**src/rtl/rfl_pkg.sv**
```systemverilog
package rfl_pkg;

  // Advance a circular-buffer pointer over a depth that need not be a power of two.
  function automatic int wrap_next(input int p, input int depth);
    return (p >= depth - 1) ? 0 : p + 1;
  endfunction

endpackage

```
**src/rtl/frl_pool.sv**
```systemverilog
module frl_pool #(
  parameter int DEPTH = 8,
  parameter int IDX_W = 4,
  parameter int BASE  = 0,
  parameter int RSV   = 4
) (
  input  logic             clk,
  input  logic             rst,
  input  logic             pop_req,
  output logic [IDX_W-1:0] head_idx,
  output logic             head_vld,
  input  logic             push_a,
  input  logic [IDX_W-1:0] idx_a,
  input  logic             push_b,
  input  logic [IDX_W-1:0] idx_b,
  output logic [$clog2(DEPTH+1)-1:0] occ_o,
  output logic             under_pls,
  output logic             reject_pls
);
  localparam int FREE0 = DEPTH - RSV;
  localparam int PTR_W = (DEPTH > 1) ? $clog2(DEPTH) : 1;
  localparam int CNT_W = $clog2(DEPTH + 1);

  logic [IDX_W-1:0] slots [DEPTH];
  logic [PTR_W-1:0] rd_p, wr_p, wr_p1, wr_p2;
  logic [CNT_W-1:0] occ;
  logic [CNT_W:0]   room;
  logic             take, acc_a, acc_b;

  function automatic logic [PTR_W-1:0] bump(input logic [PTR_W-1:0] p);
    return PTR_W'(rfl_pkg::wrap_next(int'(p), DEPTH));
  endfunction

  always_comb begin
    take  = pop_req && (occ != '0);
    room  = (CNT_W+1)'(DEPTH) - {1'b0, occ} + (CNT_W+1)'(take);
    acc_a = push_a && (room != '0);
    acc_b = push_b && (room > (CNT_W+1)'(acc_a));
    wr_p1 = bump(wr_p);
    wr_p2 = bump(wr_p1);
  end

  always_ff @(posedge clk) begin
    if (rst) begin
      for (int i = 0; i < DEPTH; i++)
        slots[i] <= (i < FREE0) ? IDX_W'(BASE + RSV + i) : '0;
      rd_p <= '0;
      wr_p <= PTR_W'(FREE0 % DEPTH);
      occ  <= CNT_W'(FREE0);
    end else begin
      if (acc_a) slots[wr_p] <= idx_a;
      if (acc_b) slots[acc_a ? wr_p1 : wr_p] <= idx_b;
      if (take) rd_p <= bump(rd_p);
      if (acc_a && acc_b)      wr_p <= wr_p2;
      else if (acc_a || acc_b) wr_p <= wr_p1;
      occ <= occ + CNT_W'(acc_a) + CNT_W'(acc_b) - CNT_W'(take);
    end
  end

  assign head_idx   = slots[rd_p];
  assign head_vld   = (occ != '0);
  assign occ_o      = occ;
  assign under_pls  = pop_req && (occ == '0);
  assign reject_pls = (push_a && !acc_a) || (push_b && !acc_b);
endmodule

```
**src/rtl/frl_route.sv**
```systemverilog
module frl_route #(
  parameter int INT_PHYS    = 8,
  parameter int FP_PHYS     = 6,
  parameter int IDX_W       = 4,
  parameter int INT_ZERO    = 0,
  parameter bit FP_ZERO_EN  = 1'b1,
  parameter int FP_ZERO_REL = 0
) (
  input  logic             int_rel_vld,
  input  logic [IDX_W-1:0] int_rel_idx,
  input  logic             fp_rel_vld,
  input  logic [IDX_W-1:0] fp_rel_idx,
  input  logic             any_rel_vld,
  input  logic [IDX_W-1:0] any_rel_idx,
  output logic             int_push_a,
  output logic             int_push_b,
  output logic             fp_push_a,
  output logic             fp_push_b,
  output logic             range_bad
);
  localparam int TOTAL = INT_PHYS + FP_PHYS;

  logic int_ok, fp_ok, g_int, g_fp, g_out, zero_i, zero_f;

  always_comb begin
    int_ok = int'(int_rel_idx) < INT_PHYS;
    fp_ok  = (int'(fp_rel_idx) >= INT_PHYS) && (int'(fp_rel_idx) < TOTAL);
    g_int  = int'(any_rel_idx) < INT_PHYS;
    g_fp   = (int'(any_rel_idx) >= INT_PHYS) && (int'(any_rel_idx) < TOTAL);
    g_out  = int'(any_rel_idx) >= TOTAL;
    zero_i = int'(any_rel_idx) == INT_ZERO;
  end

  generate
    if (FP_ZERO_EN) begin : g_fpz
      assign zero_f = int'(any_rel_idx) == INT_PHYS + FP_ZERO_REL;
    end else begin : g_nofpz
      assign zero_f = 1'b0;
    end
  endgenerate

  assign int_push_a = int_rel_vld && int_ok;
  assign fp_push_a  = fp_rel_vld && fp_ok;
  assign int_push_b = any_rel_vld && g_int && !zero_i;
  assign fp_push_b  = any_rel_vld && g_fp && !zero_f;
  assign range_bad  = (any_rel_vld && g_out) || (int_rel_vld && !int_ok)
                   || (fp_rel_vld && !fp_ok);
endmodule

```
**src/rtl/frl_sticky.sv**
```systemverilog
module frl_sticky #(
  parameter int N = 2
) (
  input  logic         clk,
  input  logic         rst,
  input  logic [N-1:0] set_i,
  output logic [N-1:0] flag_o
);
  for (genvar g = 0; g < N; g++) begin : g_bit
    always_ff @(posedge clk) begin
      if (rst)           flag_o[g] <= 1'b0;
      else if (set_i[g]) flag_o[g] <= 1'b1;
    end
  end
endmodule

```
**src/rtl/rename_free_list.sv**
```systemverilog
module rename_free_list #(
  parameter int INT_PHYS    = 8,
  parameter int FP_PHYS     = 6,
  parameter int INT_RSV     = 4,
  parameter int FP_RSV      = 3,
  parameter int INT_ZERO    = 0,
  parameter bit FP_ZERO_EN  = 1'b1,
  parameter int FP_ZERO_REL = 0
) (
  input  logic clk,
  input  logic rst,
  input  logic int_alloc_req,
  output logic [$clog2(INT_PHYS+FP_PHYS)-1:0] int_alloc_idx,
  output logic int_alloc_vld,
  input  logic fp_alloc_req,
  output logic [$clog2(INT_PHYS+FP_PHYS)-1:0] fp_alloc_idx,
  output logic fp_alloc_vld,
  input  logic int_rel_vld,
  input  logic [$clog2(INT_PHYS+FP_PHYS)-1:0] int_rel_idx,
  input  logic fp_rel_vld,
  input  logic [$clog2(INT_PHYS+FP_PHYS)-1:0] fp_rel_idx,
  input  logic any_rel_vld,
  input  logic [$clog2(INT_PHYS+FP_PHYS)-1:0] any_rel_idx,
  output logic [$clog2(INT_PHYS+1)-1:0] int_free_cnt,
  output logic int_nonempty,
  output logic [$clog2(FP_PHYS+1)-1:0] fp_free_cnt,
  output logic fp_nonempty,
  output logic underflow_err,
  output logic overflow_err
);
  localparam int IDX_W = $clog2(INT_PHYS + FP_PHYS);

  logic int_pa, int_pb, fp_pa, fp_pb, range_bad;
  logic int_under, fp_under, int_rej, fp_rej;
  logic [1:0] err_set, err_flag;

  frl_route #(
    .INT_PHYS(INT_PHYS), .FP_PHYS(FP_PHYS), .IDX_W(IDX_W),
    .INT_ZERO(INT_ZERO), .FP_ZERO_EN(FP_ZERO_EN), .FP_ZERO_REL(FP_ZERO_REL)
  ) u_route (
    .int_rel_vld(int_rel_vld), .int_rel_idx(int_rel_idx),
    .fp_rel_vld(fp_rel_vld),   .fp_rel_idx(fp_rel_idx),
    .any_rel_vld(any_rel_vld), .any_rel_idx(any_rel_idx),
    .int_push_a(int_pa), .int_push_b(int_pb),
    .fp_push_a(fp_pa),   .fp_push_b(fp_pb),
    .range_bad(range_bad)
  );

  frl_pool #(.DEPTH(INT_PHYS), .IDX_W(IDX_W), .BASE(0), .RSV(INT_RSV)) u_int_pool (
    .clk(clk), .rst(rst), .pop_req(int_alloc_req),
    .head_idx(int_alloc_idx), .head_vld(int_alloc_vld),
    .push_a(int_pa), .idx_a(int_rel_idx),
    .push_b(int_pb), .idx_b(any_rel_idx),
    .occ_o(int_free_cnt), .under_pls(int_under), .reject_pls(int_rej)
  );

  frl_pool #(.DEPTH(FP_PHYS), .IDX_W(IDX_W), .BASE(INT_PHYS), .RSV(FP_RSV)) u_fp_pool (
    .clk(clk), .rst(rst), .pop_req(fp_alloc_req),
    .head_idx(fp_alloc_idx), .head_vld(fp_alloc_vld),
    .push_a(fp_pa), .idx_a(fp_rel_idx),
    .push_b(fp_pb), .idx_b(any_rel_idx),
    .occ_o(fp_free_cnt), .under_pls(fp_under), .reject_pls(fp_rej)
  );

  assign err_set = {int_rej || fp_rej || range_bad, int_under || fp_under};

  frl_sticky #(.N(2)) u_err (
    .clk(clk), .rst(rst), .set_i(err_set), .flag_o(err_flag)
  );

  assign underflow_err = err_flag[0];
  assign overflow_err  = err_flag[1];
  assign int_nonempty  = int_alloc_vld;
  assign fp_nonempty   = fp_alloc_vld;
endmodule

```
**config.mk**
```make
export PLATFORM = sky130hd
export DESIGN_NAME = rename_free_list
export DESIGN_NICKNAME = d
export VERILOG_FILES = /design/src/rtl/rfl_pkg.sv /design/src/rtl/frl_pool.sv /design/src/rtl/frl_route.sv /design/src/rtl/frl_sticky.sv /design/src/rtl/rename_free_list.sv
export SDC_FILE = /design/constraint.sdc
export NUM_CORES = 1
export LEC_CHECK = 0
export ABC_CLOCK_PERIOD_IN_PS = 9700
export BUFFER_PORTS_ARGS = -buffer_cell sky130_fd_sc_hd__clkbuf_2
export CAP_MARGIN = 20
export CELL_PAD_IN_SITES_DETAIL_PLACEMENT = 0
export CELL_PAD_IN_SITES_GLOBAL_PLACEMENT = 2
export CORE_MARGIN = 3
export CORE_UTILIZATION = 40
export CTS_CLUSTER_DIAMETER = 30
export DETAILED_ROUTE_END_ITERATION = 12
export PLACE_DENSITY_LB_ADDON = 0.08
export SKIP_LAST_GASP = 1
export SLEW_MARGIN = 20
export SYNTH_ARGS = -nofsm -noshare
export SYNTH_HDL_FRONTEND = slang
export SYNTH_SLANG_ARGS = --single-unit
```
**constraint.sdc**
```tcl
create_clock -name clk -period 9.7 [get_ports clk]
set_clock_uncertainty 0.15 [all_clocks]
set_input_delay 0.97 -clock clk [delete_from_list [all_inputs] [get_ports clk]]
set_output_delay 0.97 -clock clk [all_outputs]
set_load 0.005 [all_outputs]
```
==> results.sh <==
export IMPL_tightest_slew_ns=0.979
export IMPL_crit_type="primary input to flip-flop"
export IMPL_coreArea_um2=13300
export IMPL_path_delay_family="adder cells"
export IMPL_synth_area_leaders="edfxtp_1 (35%), dfxtp_1 (9.8%), mux4_2 (6.5%), ha_1 (6.1%), mux2_2 (4.5%)"
export IMPL_setup_viol=0
export IMPL_p_comb_share_pct=34.4
export IMPL_fin_crit_ns=4.69
export IMPL_rows=42
export IMPL_post_place_ws_ns=4.62
export IMPL_fillers=1271
export IMPL_synth_area_um2=5520
export IMPL_final_max_slew_viol_count=0
export IMPL_worst_ir_drop_vdd_uv=91.6
export IMPL_maxCapViolations=0
export IMPL_ys_flop_type="edfxtp_1"
export IMPL_antenna_found_initial=0
export IMPL_leakage_nw=2.38
export IMPL_stdcell_count=700
export IMPL_crit_buf_inv=3
export IMPL_diodes=0
export IMPL_start_kind="primary input"
export IMPL_wl_per_cell_um=18.2
export IMPL_hold_path_class="flip-flop to flip-flop"
export IMPL_synthCells=486
export IMPL_cts_tree="built"
export IMPL_synth_warnings=0
export IMPL_path_clk_slew_ns=0.07
export IMPL_via_per_inst=5.48
export IMPL_switching_share_pct=35.5
export IMPL_max_freq_mhz=213
export IMPL_cts_buffers=9
export IMPL_firstDrtPassIters=4
export IMPL_die_area_um2=15300
export IMPL_track_usage_pct=17.9
export IMPL_cp_cell_sequence="clkbuf_2 -> nand2_1 -> ha_1 -> ha_1 -> xor2_1 -> o2111a_2 -> nor2_1 -> ha_1 -> nor2_1 -> o21a_1 -> inv_2 -> fa_1 -> inv_1 -> fa_1 -> or2_2"
export IMPL_p_int_w=0.000822
export IMPL_hpwl_mm=9.53
export IMPL_area_growth_pct=11.0
export IMPL_pin_count=40
export IMPL_crit_top_cell="ha_1"
export IMPL_placed_cells=685
export IMPL_numPortBuffers=39
export IMPL_start_util_pct=41.4
export IMPL_synth_largest_area_cell="edfxtp_1"
export IMPL_required_ns=9.78
export IMPL_arrival_ns=4.77
export IMPL_cts_resized=0
export IMPL_overflow=0
export IMPL_crit_path_max_fanout=13
export IMPL_cts_hold_buffers=0
export IMPL_ant_nets=0
export IMPL_critPathMaxStageDelay_ns=0.75
export IMPL_cts_buffer_depth=2
export IMPL_fin_tns_setup_ns=0
export IMPL_clkLatencyLatePin_ns=0.34
export IMPL_grt_pass1_vias=3803
export IMPL_routabilityCongestion=0.824
export IMPL_status="finished, final reports clean"
export IMPL_die_x_um=124
export IMPL_die_h_um=124
export IMPL_grt_setup_unrepaired="no"
export IMPL_drc=0
export IMPL_grt_pass1_wl_mm=20.7
export IMPL_net_switching_power_w=0.000453
export IMPL_crit_slowest_cell="nor2_1"
export IMPL_p_clk_share_pct=25.1
export IMPL_timing_final_crit_share_pct=48.3
export IMPL_ys_seq_area_share_pct=44.6
export IMPL_ys_top_cells_by_count="edfxtp_1 (64), nor2_1 (43), inv_1 (32)"
export IMPL_root_buffer="clkbuf_16"
export IMPL_cts_htree_levels=3
export IMPL_setup_slack_ns=5.01
export IMPL_async_flop_share_pct=0
export IMPL_synth_most_common_cell="edfxtp_1"
export IMPL_hold_viol_final=0
export IMPL_seqPwrFrac_pct=40.5
export IMPL_avgSynthCellArea_um2=11.4
export IMPL_first_iter_violations=314
export IMPL_synth_cell_types=72
export IMPL_cp_end_kind="flip-flop"
export IMPL_power_density_nw_per_um2=208
export IMPL_vias=3835
export IMPL_ys_seq_elements=91
export IMPL_finish_net_count=570
export IMPL_drive_gt1_share_pct=22.1
export IMPL_synth_edff_count=64
export IMPL_slew_headroom_pct=34.5
export IMPL_grt_max_degree=50
export IMPL_synth_top_area_share_pct=34.8
export IMPL_drt_wl_total_mm=12.8
export IMPL_postCtsSetupBuffers=0
export IMPL_cts_sinks=91
-- area by class of cell --
class | count | area, um^2 | area share [%]
clock buffer | 11 | 233 | 3.80
timing repair buffer | 40 | 203 | 3.31
clock inverter | 4 | 27.5 | 0.449
tap | 176 | 220 | 3.59
multi-input combinational | 344 | 2860 | 46.6
inverter | 34 | 128 | 2.08
sequential | 91 | 2460 | 40.2
-- cell usage in the layout, fill, tap and decap left out, drive strengths merged, types with 5 or more instances in the layout --
cell type / n
o21ai: 9
inv: 35
nand2: 21
conb: 11
a22oi: 5
ha: 27
or2: 5
nor4: 11
mux4: 16
nor3: 7
clkbuf: 50
nand2b: 9
mux2: 22
or3: 13
nor2: 47
mux2i: 11
edfxtp: 64
a21oi: 16
a22o: 23
dfxtp: 27
nand4: 5
nor2b: 7
nand3: 8
-- path summary, 6_finish.rpt --
kind	slack [ns]	start	endpoint	depth (start not counted)
hold / removal	0.39	u_err.flag_o[0]	u_err.flag_o[0]	2
setup / recovery	5.01	fp_alloc_req	u_fp_pool.occ_o[1]	15
setup reg to reg	5.04	u_fp_pool.occ_o[1]	u_fp_pool.occ_o[1]	15
hold reg to reg	0.39	u_err.flag_o[0]	u_err.flag_o[0]	2
-- sequential cells by signal, indices dropped and copies added, names as in the netlist, 3 cells and up, named ones only --
register          count
u_int_pool.rd_p       3
u_fp_pool.occ_o       3
u_int_pool.occ_o      4
u_fp_pool.slots      32
u_int_pool.wr_p       3
u_fp_pool.rd_p        3
u_fp_pool.wr_p        3
u_int_pool.slots     32
-- metal layers --
layer / track usage [%] / up-vias / routed length, um
met1: 27.4 / 1828 / 6560
met5: 0 / - / 0
met3: 2.74 / 12 / 511
met2: 25.6 / 90 / 5520
li1: - / 1905 / -
met4: 6.64 / 0 / 169
-- worst reg2reg max path: stages, from the launching register on --
cell and delay, ns:
dfxtp_1 0.37, nor3_1 0.29, inv_1 0.12, nand2_1 0.17, ha_1 0.20, ha_1 0.25, o2111a_2 0.20, nor2_1 0.75
ha_1 0.38, nor2_1 0.12, o21a_1 0.25, inv_2 0.17, fa_1 0.39, inv_1 0.07, fa_1 0.39, or2_2 0.27
-- logic make-up (layout without fill, tap and decap cells) --
| kind of cell | count (synthesis) | count (layout) | share of synthesized area, % |
|---|---|---|---|
| mux | 49 | 49 | 13.1 |
| fa+ha+maj | 31 | 31 | 7.57 |
| compound gates | 97 | 97 | 14.4 |
| simple gates | 151 | 151 | 15.2 |
| buf+inv | 60 | 89 | 4.30 |
| other cells | 2 | 11 | 0.136 |
| flops | 91 | 91 | 44.6 |
| xor+xnor | 5 | 5 | 0.793 |
-- power by group through the flow --
| stage | combinational, W | sequential, W | clock (W) |
|---|---|---|---|
| 2_1_floorplan | 0.000356 | 0.000496 | 0 |
| 3_3_place_gp | 0.000434 | 0.000525 | 0 |
| 3_5_place_dp | 0.000440 | 0.000525 | 0 |
| 4_1_cts | 0.000443 | 0.000518 | 0.000331 |
| 5_1_grt | 0.000501 | 0.000525 | 0.000344 |
| 6_report | 0.000439 | 0.000517 | 0.000320 |
-- metrics by stage --
step	total power (W)	cell area [um^2]	util [%]	hold WS (ns)
detailed placement	0.000966	5870	44.0	0.373
floorplan	0.000852	5560	-	0.322
finish	0.00128	6130	45.9	0.386
global placement	0.000959	5870	44.0	0.369
CTS	0.00129	6130	45.9	0.391
global route	0.00137	6130	45.9	0.400
No activity file was read; power rests on OpenSTA's default activity.
